<file path="src/rtl/cpl_rx.sv">
module cpl_rx #(
  parameter int POLL_LIMIT  = 500,
  parameter int POLL_CYCLES = 500
) (
  input  logic        clk,
  input  logic        rst_n,
  input  logic        req_start,
  input  logic        req_write,
  input  logic        req_reject,
  input  logic [1:0]  req_size,
  input  logic [1:0]  req_offset,
  input  logic        cpl_sop,
  input  logic        cpl_eop,
  input  logic [31:0] cpl_word0,
  input  logic [31:0] cpl_word1,
  output logic        cpl_pop,
  output logic        rsp_valid,
  output logic        rsp_err,
  output logic [31:0] rsp_data,
  input  logic        rsp_ack
);

  localparam int TW = (POLL_CYCLES > 1) ? $clog2(POLL_CYCLES) : 1;
  localparam int NW = $clog2(POLL_LIMIT + 1);

  typedef enum logic [1:0] {S_IDLE, S_WAIT, S_DONE} state_t;

  state_t      state;
  logic [TW-1:0] tick;
  logic [NW-1:0] npoll;
  logic        sop_seen;
  logic [2:0]  cst;
  logic        is_wr;
  logic [1:0]  size_q, off_q;
  logic        busy, beat, last_poll, end_err;
  logic [2:0]  st_now;

  function automatic logic [31:0] pick(input logic [31:0] d, input logic [1:0] sz,
                                       input logic [1:0] off);
    case (sz)
      2'd0:    pick = (d >> (8 * off)) & 32'h0000_00FF;
      2'd1:    pick = (d >> (8 * {off[1], 1'b0})) & 32'h0000_FFFF;
      default: pick = d;
    endcase
  endfunction

  assign busy      = state != S_IDLE;
  assign cpl_pop   = (state == S_WAIT) && (tick == '0);
  assign rsp_valid = state == S_DONE;
  assign beat      = cpl_pop && (cpl_sop || cpl_eop || sop_seen);
  assign st_now    = cpl_sop ? cpl_word1[14:12] : cst;
  assign end_err   = st_now != 3'd0;
  assign last_poll = npoll == NW'(POLL_LIMIT - 1);

  always_ff @(posedge clk) begin
    if (!rst_n) begin
      state    <= S_IDLE;
      tick     <= '0;
      npoll    <= '0;
      sop_seen <= 1'b0;
      cst      <= 3'd1;
      is_wr    <= 1'b0;
      size_q   <= 2'd0;
      off_q    <= 2'd0;
      rsp_err  <= 1'b0;
      rsp_data <= '0;
    end else begin
      case (state)
        S_IDLE: if (req_start) begin
          if (req_reject) begin
            state    <= S_DONE;
            rsp_err  <= 1'b1;
            rsp_data <= '1;
          end else begin
            state    <= S_WAIT;
            tick     <= '0;
            npoll    <= '0;
            sop_seen <= 1'b0;
            cst      <= 3'd1;
            is_wr    <= req_write;
            size_q   <= req_size;
            off_q    <= req_offset;
          end
        end
        S_WAIT: begin
          tick <= (tick == TW'(POLL_CYCLES - 1)) ? '0 : tick + 1'b1;
          if (cpl_pop) begin
            npoll <= npoll + 1'b1;
            if (beat && cpl_sop) begin
              sop_seen <= 1'b1;
              cst      <= cpl_word1[14:12];
            end
            if (beat && cpl_eop) begin
              state    <= S_DONE;
              rsp_err  <= end_err;
              rsp_data <= end_err ? '1 : (is_wr ? '0 : pick(cpl_word0, size_q, off_q));
            end else if (last_poll) begin
              state    <= S_DONE;
              rsp_err  <= 1'b1;
              rsp_data <= '1;
            end
          end
        end
        default: if (rsp_ack) state <= S_IDLE;
      endcase
    end
  end

endmodule

</file>
<file path="config.mk">
export PLATFORM = sky130hd
export DESIGN_NAME = cpl_rx
export DESIGN_NICKNAME = d
export VERILOG_FILES = /design/src/rtl/cpl_rx.sv
export SDC_FILE = /design/constraint.sdc
export NUM_CORES = 1
export LEC_CHECK = 0
export BUFFER_PORTS_ARGS = -buffer_cell sky130_fd_sc_hd__buf_2
export CAP_MARGIN = 20
export CORE_MARGIN = 1.5
export CORE_UTILIZATION = 40
export CTS_BUF_LIST = sky130_fd_sc_hd__clkbuf_2
export DETAILED_ROUTE_END_ITERATION = 7
export PLACE_DENSITY_LB_ADDON = 0.15
export SETUP_SLACK_MARGIN = 0.4
export SYNTH_ARGS = -nofsm -noshare
export SYNTH_HDL_FRONTEND = slang
export SYNTH_SLANG_ARGS = --single-unit
</file>
<file path="constraint.sdc">
create_clock -name clk -period 4.15 [get_ports clk]
set_input_delay 0.6225 -clock clk [delete_from_list [all_inputs] [get_ports clk]]
set_output_delay 0.6225 -clock clk [all_outputs]
set_load 0.02 [all_outputs]
</file>
# After elaboration in Yosys (flattened, before gate mapping)
# Index checks and enable logic that the tools add are counted.
# W data, S select, Z words.
[classes] n_reduce_logical=18 add_sub_neg=2 muxes=39 n_eq_ne=11 shifts=2 bitwise=1
[op_table] operator="$mux W32" count=7
[op_table] operator="$pmux W32 S2" count=2
[op_table] operator="$mux W9" count=4
[op_table] operator="$pmux W9 S2" count=2
[op_table] operator="$shr A32 B5 Y16" count=1
[op_table] operator="$shr A32 B5 Y8" count=1
[op_table] operator="$add A9 B1 Y9 const B" count=2
[op_table] operator="$eq A9 B9 Y1 const B" count=2
[op_table] operator="$mux W3" count=5
[op_table] operator="$mux W2" count=6
[op_table] operator="$reduce_and A5 Y1" count=2
[op_table] operator="$logic_not A9 Y1" count=1
[op_table] operator="$mux W1" count=9
[op_table] operator="$ne A2 B2 Y1 const B" count=4
[op_table] operator="$reduce_and A4 Y1" count=2
[op_table] operator="$pmux W3 S2" count=1
[op_table] operator="$reduce_and A3 Y1" count=2
[op_table] operator="$reduce_bool A3 Y1" count=2
[op_table] operator="$eq A2 B1 Y1 const B" count=2
[op_table] operator="$logic_and A1 B1 Y1" count=4
[op_table] operator="$logic_not A2 Y1" count=2
[op_table] operator="$pmux W1 S2" count=2
[op_table] operator="$pmux W2 S2" count=1
[op_table] operator="$ne A3 B2 Y1 const B" count=1
[op_table] operator="other kinds (5)" count=6
[word_totals] out_inout_bits=35 register_bits=62 elab_cells=83 inputBits=76

# Longest topological paths before layout
# Gate-level depths: netlist (run 1).
[logic_depth] ltp_word=7 ltp_mapped=8 mapped_depth_nobuf=6

# Worst setup path before layout (run 1)
# OpenSTA, ideal clock, no wires.
[synth_timing] kind="register to register" from="reg tick[0]" to="reg rsp_data[2]" required_ps=4031 stages_incl_launch_ff=9 n_path_buf=2 setup_time_ps=119 period_less_slack_ps=1826 t_arrival_ps=1708 slack_ps=2324 cell_sequence="dfxtp_1 > inv_1 > ha_1 > nor4b_4 > and3_1 > buf_4 > o211ai_4 > buf_2 > o221a_2"
[synth_between] elab_chain_len=7 word_cells_on_any_way=10 classes_between="2 x eq/ne; 3 x mux; 5 x reduce/logical"
[synth_lines] element="start, declared" line_no="29" rtl="logic [TW-1:0] tick;"
[synth_lines] element="start signal, assigned" line_no="86" rtl="tick <= (tick == TW'(POLL_CYCLES - 1)) ? '0 : tick + 1'b1;"
[synth_lines] element="$logic_not A9 Y1 *" line_no="48" rtl="assign cpl_pop = (state == S_WAIT) && (tick == '0);"
[synth_lines] element="$logic_and A1 B1 Y1 *" line_no="48"
[synth_lines] element="net cpl_pop" line_no="16" rtl="output logic cpl_pop,"
[synth_lines] element="$logic_and A1 B1 Y1" line_no="50" rtl="assign beat = cpl_pop && (cpl_sop || cpl_eop || sop_seen);"
[synth_lines] element="$logic_and A1 B1 Y1" line_no="93" rtl="if (beat && cpl_eop) begin"
[synth_lines] element="$mux W32" line_no="93"
[synth_lines] element="$mux W32" line_no="87" rtl="if (cpl_pop) begin"
[synth_lines] element="$pmux W32 S2" line_no="68" rtl="case (state)"
[synth_lines] element="end signal, assigned" line_no="96" rtl="rsp_data <= end_err ? '1 : (is_wr ? '0 : pick(cpl_word0, size_q, off_q));"
[synth_lines] element="end, declared" line_no="19" rtl="output logic [31:0] rsp_data,"
# Mark *: on every way through the listed nets, which the timed path passes. The rest lies on a longest branch. The select of a mux whose other input is x is not followed.
# A chain may end at the register's enable or synchronous reset.

# Worst setup path after layout (run 1)
[layout_timing] from="reg tick[0]" to="out cpl_pop"
[layout_between] elab_chain_len=2
[layout_lines] element="$logic_not A9 Y1" line_no="48"
[layout_lines] element="$logic_and A1 B1 Y1" line_no="48"
[layout_lines] element="end, declared" line_no="16"
# Every way passes these cells.

==> results of run 1 <==
Yosys cell counts (2+ instances only):
library cell  count
dfxtp_1          61
nand2_1          35
o221a_1          28
a21oi_1          25
and2_1           17
inv_1            15
clkbuf_1         13
nor2_1           13
mux2i_1          12
nand3_1          10
a32oi_1           9
a221oi_1          8
o21bai_1          8
o31ai_1           8
or4_1             8
buf_2             7
buf_6             4
o221a_2           4
a211oi_1          3
ha_1              3
nand2b_1          3
nor4_1            3
xnor2_1           3
buf_4             2
nand4_1           2
nor2b_1           2
o21ai_0           2
o21ai_1           2
o22ai_1           2
or3_1             2
worst max-delay path by stage:
stage                                     from                        end  slack (ns)
after floorplan           tick[0]$_SDFFE_PN0P_   rsp_data[2]$_SDFFE_PN0P_        2.32
after global placement    tick[0]$_SDFFE_PN0P_   rsp_data[2]$_SDFFE_PN0P_        1.75
after detailed placement  tick[0]$_SDFFE_PN0P_  rsp_data[30]$_SDFFE_PN0P_        1.76
after CTS                 tick[0]$_SDFFE_PN0P_                    cpl_pop        1.43
after global routing      tick[0]$_SDFFE_PN0P_                    cpl_pop        1.32
final                     tick[0]$_SDFFE_PN0P_                    cpl_pop        1.47
layer usage:
layer	part of all wire, %	up-vias	wire [µm]	track usage (%)
met1	49	1379	3981	28.18
met3	5.2	12	427	4.229
met5	0	-	0	0
met2	44	79	3611	29.07
met4	1.6	0	133	7.308
li1	-	1429	-	-
state kept, by name (all words and copies together) (netlist names):
signal / cells
cst: 3
is_wr: 1
npoll: 9
off_q: 2
rsp_data: 32
rsp_err: 1
size_q: 2
state: 2
tick: 9
power by group:
part	leakage (nW)	switching [mW]	internal (mW)
clock network	0.0615	0.224	0.0797
logic	0.937	0.167	0.115
registers	0.500	0.0316	0.630
total	1.50	0.422	0.825
layout make-up:
cell class	instances	area, µm²
inverters	16	60.06
fillers	775	4045
repair buffers	82	412.9
clock buffers	11	55.05
clock inverters	5	27.53
flip-flops and latches	61	1221
well taps	102	127.6
multi-input cells	236	1738
cell families (layout without fill, tap and decap cells):
kind of cell,count (synthesis),count (layout)
AOI/OAI and AO/OA,109,109
xor gates and xnor gates,4,4
adders and majority gates,3,3
buffers and inverters,42,114
DFF,61,61
muxes,12,12
and+or+nand+nor,108,108
tightest hold or removal path, cell delays in order:
cell,delay (ns)
buf_2,0.10
nand2_1,0.05
a21oi_1,0.05
per-stage QoR:
stage / total power, mW / worst slack (ns) / std cells / instance area, µm²
after floorplan: 0.8649 / 2.324 / 339 / 3163
after global placement: 0.9535 / 1.746 / 497 / 3560
after detailed placement: 0.9547 / 1.760 / 497 / 3560
after CTS: 1.257 / 1.435 / 513 / 3642
after global routing: 1.316 / 1.317 / 513 / 3642
final: 1.247 / 1.467 / 513 / 3642
==> results.md, run 1 <==
- Status: finished clean
- Drt pass-1 iters: 4
- Ys async rst share: 0%
- CTS tree: done
- Synth warnings: 0
- Worst hold path startpoint: req_offset[0]
- Unrepaired setup endpoints after global routing: false
- Initial core utilization: 41.15%
- Max incr delay on CP: 0.38 ns
- Synth Area in Adders: about 1.2%
- PwrDens: 342.4 nW/µm²
- PortBufs: 81
- # H-tree levels: 3
- CTS resizes: 0
- Largest net degree at the start of global routing: 43
- Prevailing post-synth register cell: dfxtp_1
- Overflow after GRT: 0
- Mean Syn Cell Area: around 9.3 µm²
- WHS Path Cells: 3
- Final Hold Vio Count: 0
- Synth top area cells: dfxtp_1 39%, o221a_1 10%, nand2_1 4.2%
- Area share of the largest cell type after synthesis: between 30% and 40%
- Worst VDD drop: 0.1415 mV
- Vias per cell: 5.651
- Levels on crit path: 5
- Final setup violating endpoints: 0
- Crit path time final: 2.683 ns
- Post-synthesis xor/xnor area fraction: 1.108%
- Layout cells sized above 1: between 20% and 30%
- Detail Route Antenna Nets: 0
- Fmax achieved: 0.3727 GHz
- Clk root buf: clkbuf_2
- Rel. slew slack: about 35%
- R2R setup slack: 1.68 ns
- Reg2Reg Capture Point: rsp_data[9]$_SDFFE_PN0P_
- CP top delay family: simple AND/OR/NAND/NOR gates
- Largest family of logic cells by synthesized area: compound AO/OA/AOI/OAI gates
- Synth area leader: dfxtp_1
- CP cell instances: inv_1 > ha_1 > nor4b_4 > and3_1 > buf_2
- Maxcap violations: 0
- Mux share of post-synthesis cell area: 3.797%
- Routed WL: a little over 8000 µm
- Leak: 1.498 nW
- Post-CTS setup buffers: 0
- Vias in the first global route: 2601
- Slew @ Worst Pin: just under 1 ns
- Hold_buf cts: 0
- Distinct cells, synth: 55
- DRT iter0 DRCs: 138
- Reg2Reg Launch Point: tick[0]$_SDFFE_PN0P_
- Simple-Gate Fraction of Synth Area: approximately a fifth
- Hpwl dp: ~5700 µm
- Seq cells post-synth: a little over 60
- Die Height: ~90 µm
- Mapped Nets: 418
- Die Footprint: around 8500 µm²
- Floorplan core area: 7687 µm²
- CTS max path bufs: 2
- Crit share post-route: 64.66%
- Compound-Gate Fraction of Synth Area: 29.07%
- Hold EP: off_q[0]$_SDFFE_PN0P_
- Setup Skew: 0.02525 ns
- Crit path required time: roughly 3.5 ns
- Fin. max-slew vios: 0
- Later-pin clock latency in the skew report: 0.49 ns
- Clock sinks: 61
- Crit-path max FO: 6
- Crit start category: register
- CTS buffer count: 9
- Antenna violations before repair: 0
- Register area share after synthesis: 38.61%
- Final core occ: around 47%
- Hold crit path type: input port to register
- Post-Syn Area: 3163 µm²
- CP Data Arrival Time: 2.06 ns
- Clock Pin Slew Worst Setup and Hold Paths: 0.19 ns
- Rows: 32
- Area grow syn2layout: 15.15%
- Die X: approximately 92 µm
- WL/cell: around 16 µm
- Minimum hold slack: 0.3418 ns
- Io pins: about 110
- Post-Synthesis Cells: 339
- GRT Total Usage: roughly a fifth
- Post-route setup TNS: 0 ns
- Vias: 2899
- Reg2reg path depth: 6
- Number of flops mapped to enable cells by yosys: 0
- Drc violations: 0
- CP max stage cell: dfxtp_1
- Crit. End Element: primary output
- CP bufs+invs: 2
- Setup CP Type: register to primary output
- Commonest non-fill, non-tap cell in the layout: buf_2
- Diode count: 0
- Commonest non-fill, non-tap cells in the layout: 81 x buf_2, 61 x dfxtp_1, 35 x nand2_1, 28 x o221a_1, 25 x a21oi_1
- Layout Nets: 485
- GP Congestion: 0.8679
- Global-route wire length before repair: 13140 µm
No activity file was read; power rests on OpenSTA's default activity.
==> run 2: changes to the inputs <==
==> constraint.sdc (replaced) <==
create_clock -name clk -period 2.6 [get_ports clk]
set_input_delay 0.39 -clock clk [delete_from_list [all_inputs] [get_ports clk]]
set_output_delay 0.39 -clock clk [all_outputs]
set_load 0.02 [all_outputs]
==> run 2 against run 1 <==
Against the previous run: die area unchanged; clock skew up 0.0047 ns; sequential power up 60%; hold slack worse by 0.21 ns; utilization up 1.2 points; cell count up 1.6%; global-route usage up 0.18 points; sequential cell count unchanged; total power up 64%; count of clock-buffer cells in the layout down 2; non-clock buffer count up 8; design area up 2.5%; critical path type unchanged.
==> results.md, run 2 (synthesized netlist as in run 1, its figures left out) <==
- Largest reg by FF count: rsp_data
- Fin area: 3732 µm² (+2.5%)
- # H-tree levels: 3 (unchanged)
- Leak: 1.543 nW (+3.0%)
- Drc violations: 0 (unchanged)
- Hpwl dp: 5934 µm (+4.1%)
- CP Data Arrival Time: 1.69 ns (-0.37 ns)
- Die Footprint: 8450 µm² (unchanged)
- Fin. max-slew vios: 0 (unchanged)
- Vias: 2901 (+0.069%)
- Io pins: 111 (unchanged)
- Rows: 32 (unchanged)
- PortBufs: 81 (unchanged)
- CTS max path bufs: 2 (unchanged)
- Placed standard-cell area: 3590 µm² (+0.84%)
- Later-pin clock latency in the skew report: 0.50 ns (about the same)
- Final setup margin: 0.5195 ns (-0.9472 ns)
- CP cell instances: inv_2 > ha_1 > nor4b_4 > and3_4 > buf_4
- Global-route wire length before repair: 13360 µm (+1.7%)
- Routed WL: 8419 µm (+3.2%)
- Place WS: 0.4789 ns (-1.281 ns)
- Crit start category: register
- Met2 Usage GRT: 27.84% (-1.2 points)
- Met1 Use GR: 29.75% (+1.6 points)
- CP max stage cell: dfxtp_4
- Commonest non-fill, non-tap cells in the layout: 80 x buf_2, 58 x dfxtp_1, 35 x nand2_1, 28 x o221a_1, 25 x a21oi_1
- PwrDens: 547.5 nW/µm² (+60%)
- Crit path time final: 2.080 ns
- Unrepaired setup endpoints after global routing: false
- Fill cells: 801 (+3.4%)
- Final core occ: 48.55% (+1.2 points)
- CTS buffer count: 9 (unchanged)
- Die Height: 91.93 µm (unchanged)
- Post-route setup TNS: 0 ns (unchanged)
- Max reg flops: 32 (unchanged)
- Final setup violating endpoints: 0 (unchanged)
- Detail Route Antenna Nets: 0 (unchanged)
- Crit. End Element: primary output
- Floorplan core area: 7687 µm² (unchanged)
- Final Hold Vio Count: 0 (unchanged)
- GRT Total Usage: 19.93% (+0.18 points)
- Worst VDD drop: 0.2606 mV (+84%)
- Clock sinks: 61 (unchanged)
- Slew @ Worst Pin: 0.9463 ns (-0.03383 ns)
- Setup CP Type: register to primary output
- Largest registers: rsp_data x32, npoll x9, tick x9
- Overflow after GRT: 0 (unchanged)
- Maxcap violations: 0 (unchanged)
- GP Congestion: 0.8573 (-1.2%)
- Antenna violations before repair: 0 (unchanged)
- Layer with the highest usage: met1
- Layout Nets: 493 (+1.6%)
- Crit-path max FO: 2 (-4)
- Crit path required time: 2.21 ns (-1.32 ns)
- Vias in the first global route: 2690 (+3.4%)
- Area grow syn2layout: 18.00%
- Setup Skew: 0.02995 ns (+0.004705 ns)
- Initial core utilization: 41.15% (unchanged)
- Commonest non-fill, non-tap cell in the layout: buf_2
- DP Cell Count: 501 (+0.80%)
- Die X: 91.93 µm (unchanged)
- Fmax achieved: 0.4807 GHz
- Final std cells w/o fill: 521 (+1.6%)
- GRT met3 Usage: 3.400% (-0.83 points)
- Crit share post-route: 80.02%
- WL/cell: 16.16 µm (+1.7%)
- Hold crit path type: input port to register
- Layout cells sized above 1: 29.59% (+2.6 points)
- Clk root buf: clkbuf_2
- Largest net degree at the start of global routing: 35 (-19%)
- DRT iter0 DRCs: 193 (+40%)
- Rel. slew slack: 36.61% (+2.0 points)
- Total power: 2.043 mW (+64%)
- CTS tree: done
- Minimum hold slack: 0.1278 ns (-0.2140 ns)
- Drt pass-1 iters: 4 (unchanged)
- Max incr delay on CP: 0.38 ns (about the same)
- Clock Pin Slew Worst Setup and Hold Paths: 0.19 ns (about the same)
- Diode count: 0 (unchanged)
- Vias per cell: 5.568 (-1.5%)
- Status: finished clean
[run 2: cell types whose count changed in the layout (fill, tap and decap cells not counted), sizes merged]
cell      previous run  this run
buf                 82        90
clkinvlp             1         0
clkbuf              11         9
inv                 15        17
clkinv               5         6
[run 2: critical path, delay by kind of cell (launching register included)]
kind / cells / cell delay, ns
adder cells (fa/ha/maj): 1 / 0.14
AND/OR/NAND/NOR: 2 / 0.49
flip-flops: 1 / 0.38
buffers and inverters: 2 / 0.20
[run 2: area by class of cell]
cell class | count | area (µm²) | share of cell area (%)
Clock buffer | 9 | 45.04 | 1.207
Clock inverter | 7 | 50.05 | 1.341
Inverter | 16 | 60.06 | 1.609
Multi-Input combinational cell | 236 | 1743 | 46.70
Sequential cell | 61 | 1227 | 32.89
Tap cell | 102 | 127.6 | 3.419
Timing Repair Buffer | 90 | 479.2 | 12.84
[run 2: layer usage]
layer | vias to the layer above | share of wire (%)
met3 | 9 | 4.7
met2 | 85 | 43
li1 | 1439 | -
met1 | 1368 | 51
met4 | 0 | 1.1
met5 | - | 0
[run 2: timing repair]
| item | CTS | global route |
|---|---|---|
| pin swaps | 1 | 0 |
| hold buffers | 0 | 0 |
| setup buffers | 3 | 1 |
| gates resized for setup | 2 | 7 |
| gates cloned | 0 | 0 |
| setup endpoints to repair | 1 | 35 |
[run 2: final timing paths]
path / slack, ns / start / to / cells past startpoint
worst max-delay path: 0.52 / tick[0]$_SDFFE_PN0P_ / cpl_pop / 5
worst min-delay path: 0.13 / req_write / is_wr$_SDFFE_PN0P_ / 3
worst max register to register: 0.57 / tick[0]$_SDFFE_PN0P_ / rsp_data[8]$_SDFFE_PN0P_ / 9
worst min register to register: 0.49 / cst[1]$_SDFFE_PN0P_ / cst[1]$_SDFFE_PN0P_ / 2
[run 2: where the power goes]
part           internal [mW]  switching, mW  total [mW]
registers               1.01         0.0490        1.06
logic                  0.199          0.273       0.472
clock network          0.131          0.384       0.515
total                   1.34          0.707        2.04
